<file path="config.mk">
export PLATFORM = sky130hd
export DESIGN_NAME = aspace_demux
export DESIGN_NICKNAME = d
export VERILOG_FILES = /design/src/rtl/aspace_demux.sv
export SDC_FILE = /design/constraint.sdc
export NUM_CORES = 1
export LEC_CHECK = 0
export CAP_MARGIN = 25
export CORE_UTILIZATION = 55
export CTS_CLUSTER_SIZE = 10
export DETAILED_ROUTE_END_ITERATION = 10
export DONT_BUFFER_PORTS = 1
export GPL_ROUTABILITY_DRIVEN = 0
export GPL_TIMING_DRIVEN = 0
export PLACE_DENSITY = 0.68
export SYNTH_ARGS = -nofsm -noshare
export SYNTH_HDL_FRONTEND = slang
export SYNTH_SLANG_ARGS = --single-unit
</file>
<file path="constraint.sdc">
create_clock -name clk -period 4.2 [get_ports clk]
set_input_delay 0.42 -clock clk [delete_from_list [all_inputs] [get_ports clk]]
set_output_delay 0.42 -clock clk [all_outputs]
set_load 0.03 [all_outputs]
</file>
<file path="src/rtl/aspace_demux.sv">
module aspace_demux #(
  parameter int ADDR_W  = 32,
  parameter int TAG_W   = 8,
  parameter int CID_W   = 4,
  parameter int UID_W   = 16,
  parameter int REQ_LAT = 2
) (
  input  logic              clk,
  input  logic              rst_n,
  input  logic              in_valid,
  output logic              in_ready,
  input  logic [ADDR_W-1:0] in_addr,
  input  logic              in_write,
  input  logic [1:0]        in_space,
  input  logic [TAG_W-1:0]  in_tag,
  input  logic [CID_W-1:0]  in_cid,
  input  logic [UID_W-1:0]  in_uid,
  output logic              sp_req_valid,
  input  logic              sp_req_ready,
  output logic              dc_req_valid,
  input  logic              dc_req_ready,
  output logic [ADDR_W-1:0] req_addr,
  output logic              req_write,
  output logic [1:0]        req_space,
  output logic [TAG_W-1:0]  req_tag,
  output logic [CID_W-1:0]  req_cid,
  output logic [UID_W-1:0]  req_uid,
  input  logic              sp_rsp_valid,
  output logic              sp_rsp_ready,
  input  logic [TAG_W-1:0]  sp_rsp_tag,
  input  logic [CID_W-1:0]  sp_rsp_cid,
  input  logic [UID_W-1:0]  sp_rsp_uid,
  input  logic              dc_rsp_valid,
  output logic              dc_rsp_ready,
  input  logic [TAG_W-1:0]  dc_rsp_tag,
  input  logic [CID_W-1:0]  dc_rsp_cid,
  input  logic [UID_W-1:0]  dc_rsp_uid,
  output logic              rsp_valid,
  input  logic              rsp_ready,
  output logic [TAG_W-1:0]  rsp_tag,
  output logic [CID_W-1:0]  rsp_cid,
  output logic [UID_W-1:0]  rsp_uid
);

  localparam int PW   = ADDR_W + 1 + 2 + TAG_W + CID_W + UID_W;
  localparam int LAST = REQ_LAT - 1;
  localparam int RW   = TAG_W + CID_W + UID_W;
  localparam logic [1:0] SPACE_SHARED = 2'b01;

  logic [REQ_LAT-1:0] pv;
  logic [PW-1:0]      pd [REQ_LAT];
  logic               head_sh, head_ready, adv;

  assign {req_addr, req_write, req_space, req_tag, req_cid, req_uid} = pd[LAST];
  assign head_sh      = (req_space == SPACE_SHARED);
  assign sp_req_valid = pv[LAST] & head_sh;
  assign dc_req_valid = pv[LAST] & ~head_sh;
  assign head_ready   = head_sh ? sp_req_ready : dc_req_ready;
  assign adv          = ~pv[LAST] | head_ready;
  assign in_ready     = adv;

  always_ff @(posedge clk or negedge rst_n) begin
    if (!rst_n) begin
      pv <= '0;
      for (int i = 0; i < REQ_LAT; i++) pd[i] <= '0;
    end else if (adv) begin
      pv[0] <= in_valid;
      pd[0] <= {in_addr, in_write, in_space, in_tag, in_cid, in_uid};
      for (int i = 1; i < REQ_LAT; i++) begin
        pv[i] <= pv[i-1];
        pd[i] <= pd[i-1];
      end
    end
  end

  logic          rv, radv;
  logic [RW-1:0] rd;

  assign radv         = ~rv | rsp_ready;
  assign sp_rsp_ready = radv;
  assign dc_rsp_ready = radv & ~sp_rsp_valid;
  assign rsp_valid    = rv;
  assign {rsp_tag, rsp_cid, rsp_uid} = rd;

  always_ff @(posedge clk or negedge rst_n) begin
    if (!rst_n) begin
      rv <= 1'b0;
      rd <= '0;
    end else if (radv) begin
      rv <= sp_rsp_valid | dc_rsp_valid;
      rd <= sp_rsp_valid ? {sp_rsp_tag, sp_rsp_cid, sp_rsp_uid}
                         : {dc_rsp_tag, dc_rsp_cid, dc_rsp_uid};
    end
  end

  AST_ONE_TARGET: assert property (@(posedge clk) disable iff (!rst_n)
    !(sp_req_valid && dc_req_valid)) else $error("two targets");

  AST_SP_REQ_HOLD: assert property (@(posedge clk) disable iff (!rst_n)
    (sp_req_valid && !sp_req_ready) |=> (sp_req_valid && $stable(req_uid) && $stable(req_addr))) else $error("sp hold");

  AST_DC_REQ_HOLD: assert property (@(posedge clk) disable iff (!rst_n)
    (dc_req_valid && !dc_req_ready) |=> (dc_req_valid && $stable(req_uid) && $stable(req_addr))) else $error("dc hold");

  AST_SP_RSP_LAT: assert property (@(posedge clk) disable iff (!rst_n)
    (sp_rsp_valid && sp_rsp_ready) |=> (rsp_valid && rsp_uid == $past(sp_rsp_uid))) else $error("sp rsp");

  AST_DC_RSP_LAT: assert property (@(posedge clk) disable iff (!rst_n)
    (dc_rsp_valid && dc_rsp_ready) |=> (rsp_valid && rsp_uid == $past(dc_rsp_uid))) else $error("dc rsp");

  AST_SP_FIRST: assert property (@(posedge clk) disable iff (!rst_n)
    (sp_rsp_valid && dc_rsp_valid) |-> !dc_rsp_ready) else $error("prio");

  AST_RSP_HOLD: assert property (@(posedge clk) disable iff (!rst_n)
    (rsp_valid && !rsp_ready) |=> (rsp_valid && $stable(rsp_uid) && $stable(rsp_tag))) else $error("rsp hold");

endmodule

</file>
### After elaboration in Yosys (flattened, before gate mapping)

Index checks and enable logic that the tools add are counted.

* div/mod/pow operators: 0
* shift-type cells: 0
* $add $sub $neg: 0
* magnitude comparators: 0
* bitwise logic cells: 10
* $mul: 0
* reductions and logical operators: 0
* mux-type cells: 2
* eq/ne operators: 1

Operator list (number)
* 28-bit two-way mux: 1
* 1-bit NOT: 4
* 1-bit AND: 3
* 1-bit bitwise OR: 3
* 2-bit by 1-bit equality test with 1-bit output, second input constant: 1
* 1-bit two-way mux: 1

* memories: 0
* bits in latches: 0
* ROM bits: 0
* register bits after elaboration: 157
* RAM bits: 0

### Longest topological paths before layout

Gate-level depths: netlist of run 1.

* depth in word-level cells: 3
* gate-level depth with buffers: 5
* depth with buffers taken out: 3

### Least setup slack after synthesis of run 1

OpenSTA, ideal clock, no wires.

* path type: register -> output
* from: register rv (netlist: rsp_valid)
* to: output port dc_rsp_ready
* stages on the path, launching flop included: 4
* slack: 2485 ps
* arrival time: 1295 ps
* data required time: 3780 ps
* cell sequence: dfrtp_1 -> nor2b_1 -> clkbuf_1 -> nor2_1

* longest elaborated chain between the ends: 3

Ends and longest elaborated chain
* start: declaration: line 76 `logic rv, radv;`
* start signal: assignment: line 90 `rv <= sp_rsp_valid | dc_rsp_valid;`
* 1-bit NOT: line 79 `assign radv = ~rv | rsp_ready;`
* 1-bit bitwise OR: line 79
* 1-bit AND: line 81 `assign dc_rsp_ready = radv & ~sp_rsp_valid;`
* end: declaration: line 34 `output logic dc_rsp_ready,`

Every way passes these cells.

### Final worst setup path of run 1

* from: register rv (netlist: rsp_valid)
* to: output port sp_rsp_ready

* longest elaborated chain between the ends: 2

Ends and longest elaborated chain
* 1-bit NOT: line 79
* 1-bit bitwise OR: line 79
* end: declaration: line 29 `output logic sp_rsp_ready,`

Every way passes these cells.

==> impl_metrics.csv, run 1 <==
group,metric,value,unit
yosys,netlist_area,0.00713,sq mm
finish,n_antenna_cell,0,
yosys,synth.top_cell.area_share,55.1,%
power,leakagePower,3.86,nW
setup_path,crit_path_end_kind,"primary output",
setup_path,startpoint,"rsp_valid",
grt,first_global_vias,3664,
setup_path,worst-path-stages,3,
placed_design,post-place-ws,2.32,ns
finish,final_cells,668,
setup_path,path_max_fanout,10,
sta,finalSetupViolations,0,
sta,clock_skew,0.00567,ns
yosys,syn_area_per_cell,15.3,sq um
setup_path,cp.arrival,1.92,ns
clocking,cts-root-buf,"clkbuf_16",
clocking,clk_latency,0.42,ns
setup_path,cp_num_buf_inv,2,
setup_path,critical_path_class,"flip-flop to primary output",
worst_hold_path,hold_path_class,"input port to asynchronous set/reset pin",
yosys,synth_seq_cells,157,
route,first_pass_iters,4,
finish,drive_gt1_share,43.5,%
yosys,synth_compound_area_share,2.26,%
setup_path,setup.worst_path.end,"sp_rsp_ready",
sta,tns,0,ns
placed_design,io_buffers,0,
die,fp.coreArea,0.0126,sq mm
clocking,path_clk_slew,0.06,ns
yosys,ys.flop_type,"dfrtp_1",
grt,grt_usage,19.7,%
setup_path,r2r_end,"rd[14]",
yosys,synth_edf_count,0,
die,start_util,56.5,%
die,rows,41,
die,ioPinCount,224,
clocking,cts.sinks,157,
setup_path,worstPathRequired,3.78,ns
clocking,clk_path_buf_depth,2,
yosys,synthTopCellsByCount,"157 x dfrtp_1, 108 x mux2_4, 63 x buf_4",
yosys,synth_area_leaders,"dfrtp_1 55%, mux2_4 23%, buf_4 6.6%",
placed_design,place_inst,637,
die,dieArea,0.0134,sq mm
yosys,async_reset_ff_share,100,%
sta,hold_ws,0.0201,ns
clocking,htreeDepth,4,
sta,maxSlewViolCount,0,
yosys,yosys.area_share.xor_xnor,0,%
die,die_width,116,um
finish,nets,612,
sta,timing.fmax,428,MHz
yosys,synth_mux_area_share,29.7,%
yosys,synth_top_family_by_area,"multiplexers",
route,avgRoutedWirePerCell,19.4,um
setup_path,r2r_slack,2.46,ns
yosys,yosysSeqAreaShare,55.1,%
sta,maxSlewHeadroom,50.4,%
power,vdd_ir_drop_max,0.000526,V
power,power_density,933,mW/mm^2
yosys,synthCells,465,
sta,worst_slack,1.86,ns
placed_design,place_area,0.00735,sq mm
grt,antenna_found_initial,1,
sta,tightest_slew,0.744,ns
clocking,cts_buffers,17,
setup_path,r2r-start,"rsp_valid",
sta,post-route-min-period,2.34,ns
status,outcome,"finished clean",
yosys,yosys.area_share.simple,2.21,%
sta,finalCritPeriodShare,55.7,%
flow_run,maxCapViolations,0,
grt,grt.overflow.total,0,
setup_path,slowest_delay,0.52,ns
finish,design_area,0.00795,sq mm
die,die_h,116,um
placed_design,hpwl,8810,um
yosys,yosys.area.top_type,"dfrtp_1",
setup_path,cp_slowest_cell,"dfrtp_1",
route,wirelength,13000,um
finish,areaGrowthSynthToFinish,11.4,%
yosys,synth.most_common_cell,"dfrtp_1",
setup_path,r2r_cells,5,
sta,final-hold-violation-count,0,
clocking,cts_tree,"built",
grt,grt_max_degree,158,
route,ant_nets,0,
setup_path,crit_path_start_kind,"flip-flop",
route,route.detailed.drc,0,
yosys,ys_warn_count,0,
setup_path,crit_family,"buffers and inverters",
sta,rsz0062_at_grt,"no",
setup_path,crit_chain,"nor2b_1, clkbuf_1, inv_1",
yosys,synth_cell_types,21,
yosys,yosys.area_share.adder,0,%
route,via_per_inst,5.15,
route,drt_iter0_markers,184,
route,vias,3442,
yosys,synthesis.nets,592,
grt,grt_pass1_wl,19500,um
[per-stage QoR]
| step | util (%) | total power [mW] |
|---|---|---|
| detailed placement | 58.2 | 5.91 |
| floorplan | - | 5.51 |
| global route | 63.0 | 7.76 |
| finish | 63.0 | 7.42 |
| CTS | 63.0 | 7.50 |
| global placement | 58.2 | 5.83 |
[how the worst min path moves through the flow]
stage,startpoint,end,depth (start not counted)
global route,rst_n,req_cid[1],1
floorplan,rst_n,pd[100],0
finish,rst_n,req_cid[3],1
global placement,rst_n,req_uid[14],0
detailed placement,rst_n,req_uid[14],0
CTS,rst_n,pd[80],1
[worst reg2reg max path, stage by stage, from the launching register on]
cell and delay (ns):
dfrtp_1 0.52, nor2b_1 0.35, clkbuf_1 0.35, buf_2 0.28, nand2_1 0.08, o21ai_0 0.09
[power by group]
group	internal (mW)	switching [mW]	total, mW
combinational	1.77	1.49	3.27
sequential	2.17	0.471	2.65
clock	0.941	0.563	1.50
[sequential cells by signal, summed over array words and instances (netlist names)]
signal / flops
pd: 63
pv: 2
rd: 28
req_addr: 32
req_cid: 4
req_space: 2
req_tag: 8
req_uid: 16
req_write: 1
rsp_valid: 1
[area by class of cell]
type | count | area, sq um
Inverter | 2 | 7.51
Buffer | 86 | 762
Timing Repair Buffer | 1 | 27.5
Clock buffer | 23 | 458
Multi-Input combinational cell | 220 | 2430
Clock inverter | 7 | 115
Tap cell | 172 | 215
Sequential cell | 157 | 3930
Fill cell | 984 | 4670
[repair_timing]
| action | in CTS | in global routing |
|---|---|---|
| buffers inserted | 0 | 0 |
| resized for setup | 0 | 0 |
| hold endpoints to repair | 157 | 0 |
| hold buffers | 1 | 0 |
[kinds of logic (layout without fill, tap and decap cells)]
logic type,Yosys count,in the layout
flip-flops,157,157
multiplexers,155,155
buffers and inverters,88,119
AND/OR/NAND/NOR,36,36
AO/OA/AOI/OAI,29,29
[metal layers]
metal | vias to the layer above | global-route usage [%] | part of all wire (%) | wire length [um]
met4 | 0 | 7.44 | 1.2 | 158
li1 | 1568 | - | - | -
met3 | 19 | 9.00 | 8.0 | 1040
met1 | 1733 | 23.9 | 42 | 5500
met2 | 122 | 31.0 | 48 | 6290
met5 | - | 0 | 0 | 0
[placed cells by master (no fill, tap or decap)]
master,count
and2_1,1
and2b_4,1
buf_12,11
buf_16,1
buf_2,4
buf_4,63
buf_6,1
buf_8,1
bufinv_16,3
clkbuf_1,11
clkbuf_16,17
clkbuf_8,1
clkinv_2,2
clkinvlp_4,2
dfrtp_1,157
inv_1,2
mux2_1,19
mux2_4,108
mux2i_1,28
nand2_1,28
nand2b_1,1
nand3b_1,1
nor2_1,1
nor2b_1,2
o211ai_4,1
o21ai_0,28
or3_1,1
Note: power is estimated with default switching activity, not from simulation.
==> run 2: changes to the inputs <==
--- a/config.mk
+++ b/config.mk
@@ -12,7 +12,7 @@
 export DONT_BUFFER_PORTS = 1
 export GPL_ROUTABILITY_DRIVEN = 0
 export GPL_TIMING_DRIVEN = 0
-export PLACE_DENSITY = 0.68
+export PLACE_DENSITY = 0.71
 export SYNTH_ARGS = -nofsm -noshare
 export SYNTH_HDL_FRONTEND = slang
 export SYNTH_SLANG_ARGS = --single-unit
==> constraint.sdc (replaced) <==
create_clock -name clk -period 2.1 [get_ports clk]
set_input_delay 0.21 -clock clk [delete_from_list [all_inputs] [get_ports clk]]
set_output_delay 0.21 -clock clk [all_outputs]
set_load 0.03 [all_outputs]
==> run 2 against run 1 <==
Effect of this change: the flow now finishes with violations (negative hold slack); combinational power up 100%; first-iteration DRC count grew 17%; clock-buffer cell count is 2 lower; non-clock buffer count up 95; global-route usage grew 2.4 points; sequential cell count did not move; sequential power rose by 100%; hold slack worse by 0.53 ns; die area unchanged; utilization up 7.7 points; critical path type unchanged.
==> impl_metrics.csv, run 2 (same netlist as run 1, synthesis figures left out) <==
group,metric,value,unit
worst_hold_path,hold_path_class,"input port to asynchronous set/reset pin",
route,wirelength,14600,um
finish,largest_reg_flops,63,
setup_path,cp_slowest_cell,"dfrtp_1",
die,fp.coreArea,0.0126,sq mm
setup_path,crit_path_end_kind,"primary output",
sta,finalSetupViolations,0,
die,ioPinCount,224,
power,power_density,1690,mW/mm^2
route,ant_nets,0,
sta,tns,0,ns
setup_path,slowest_delay,0.53,ns
clocking,clk_latency,0.42,ns
grt,grt.overflow.total,0,
sta,post-route-min-period,2.00,ns
sta,maxSlewHeadroom,57.5,%
power,leakagePower,4.27,nW
finish,areaGrowthSynthToFinish,25.0,%
setup_path,r2r_cells,5,
die,start_util,56.5,%
clocking,cts_buffers,17,
sta,tightest_slew,0.636,ns
status,failed_checks,"negative hold slack",
route,route.detailed.drc,0,
status,outcome,"complete, but fails checks",
setup_path,crit_path_start_kind,"flip-flop",
route,via_per_inst,5.10,
die,die_width,116,um
sta,clock_skew,0.00814,ns
setup_path,crit_chain,"nor2b_1, clkbuf_2, inv_1",
placed_design,place_area,0.00735,sq mm
finish,fillers,843,
clocking,cts_tree,"built",
placed_design,hpwl,8680,um
grt,first_global_vias,4214,
clocking,hold_buffers,96,
setup_path,r2r_slack,0.33,ns
sta,maxSlewViolCount,0,
clocking,cts.sinks,157,
route,vias,3901,
clocking,path_clk_slew,0.06,ns
grt,grt_pass1_wl,22000,um
setup_path,r2r-start,"rsp_valid",
sta,rsz0062_at_grt,"no",
grt,grt_max_degree,158,
finish,design_area,0.00891,sq mm
grt,antenna_found_initial,0,
sta,timing.fmax,501,MHz
setup_path,worstPathRequired,1.89,ns
setup_path,cp.arrival,1.79,ns
die,dieArea,0.0134,sq mm
finish,nets,707,
setup_path,critical_path_class,"flip-flop to primary output",
finish,n_antenna_cell,0,
finish,regMostFlops,"pd",
sta,final-hold-violation-count,157,
setup_path,r2r_end,"rd[11]",
sta,hold_ws,-0.512,ns
flow_run,maxCapViolations,0,
die,rows,41,
clocking,cts_setup_buffers,0,
clocking,cts-root-buf,"clkbuf_16",
finish,layout_commonest_cell,"dfrtp_1",
power,vdd_ir_drop_max,0.00106,V
die,die_h,116,um
setup_path,path_max_fanout,10,
finish,final_cell_mix,"157 x dfrtp_1, 108 x mux2_4, 96 x dlygate4sd3_1",
clocking,htreeDepth,4,
route,drt_iter0_markers,216,
sta,finalCritPeriodShare,95.1,%
placed_design,io_buffers,0,
route,first_pass_iters,4,
clocking,clk_path_buf_depth,2,
grt,grt_usage,22.1,%
finish,drive_gt1_share,37.4,%
route,avgRoutedWirePerCell,19.1,um
==> run 2: changes by cell type in the layout (fill, tap and decap cells not counted) <==
cell | before | now
clkinv_2 | 2 | 5
buf_16 | 1 | 0
clkinv_4 | 0 | 3
clkbuf_8 | 1 | 2
clkbuf_1 | 11 | 7
nor2_1 | 1 | 0
clkinvlp_4 | 2 | 0
clkbuf_2 | 0 | 1
nor2_2 | 0 | 1
dlygate4sd3_1 | 0 | 96
==> run 2: layer usage <==
layer / wire, um / up-vias / GRT usage [%]
met5: 0 / - / 0
met4: 141 / 0 / 5.38
met3: 850 / 17 / 7.58
met2: 7670 / 147 / 37.7
met1: 5930 / 1982 / 27.0
li1: - / 1755 / -
==> run 2: through the flow <==
stage / worst slack [ns] / utilization (%) / total power, mW / hold slack (ns) / std cells
after global routing: 0.00686 / 70.6 / 15.8 / -0.535 / 765
final: 0.103 / 70.6 / 15.1 / -0.512 / 765
after floorplan: 0.562 / - / 11.0 / -0.0856 / 465
after global placement: 0.432 / 58.2 / 11.6 / -0.0821 / 637
after CTS: 0.0801 / 70.6 / 15.2 / -0.533 / 765
after detailed placement: 0.406 / 58.2 / 11.8 / -0.0824 / 637
==> run 2: worst max-delay path by stage <==
stage / startpoint / to / slack [ns] / cells past startpoint
after detailed placement: req_space[1] / pd[107] / 0.41 / 5
after floorplan: req_space[0] / pd[105] / 0.56 / 5
final: rsp_valid / sp_rsp_ready / 0.10 / 3
after CTS: rsp_valid / dc_rsp_ready / 0.08 / 3
after global placement: req_space[0] / pd[110] / 0.43 / 5
after global routing: rsp_valid / sp_rsp_ready / 0.007 / 3
==> run 2: cell type report <==
cell class | instances | area, sq um | share of cell area [%]
multi-input combinational | 220 | 2440 | 27.3
clock buffer | 21 | 460 | 5.16
timing repair buffer | 96 | 961 | 10.8
inverter | 2 | 7.51 | 0.0842
tap | 172 | 215 | 2.41
buffer | 86 | 763 | 8.56
sequential | 157 | 3930 | 44.1
clock inverter | 11 | 141 | 1.59
==> run 2: repair_timing <==
| action | 4_1_cts | 5_1_grt |
|---|---|---|
| endpoints found under the hold margin | 238 | 157 |
| resized for setup | 1 | 1 |
| endpoints found under the setup margin | 2 | 1 |
==> run 2: power by group <==
part           internal, mW  total, mW  switching (mW)  leakage (nW)
clock network          1.93       3.12            1.19         0.301
registers              4.35       5.32           0.972          1.84
logic                  3.67       6.66            2.99          2.13
total                  9.95       15.1            5.15          4.27
==> run 2: worst max-delay path, delay by kind of cell (launching register included) <==
family / cells / cell delay [ns]
flip-flops: 1 / 0.53
buffers and inverters: 2 / 0.48
AND/OR/NAND/NOR: 1 / 0.36
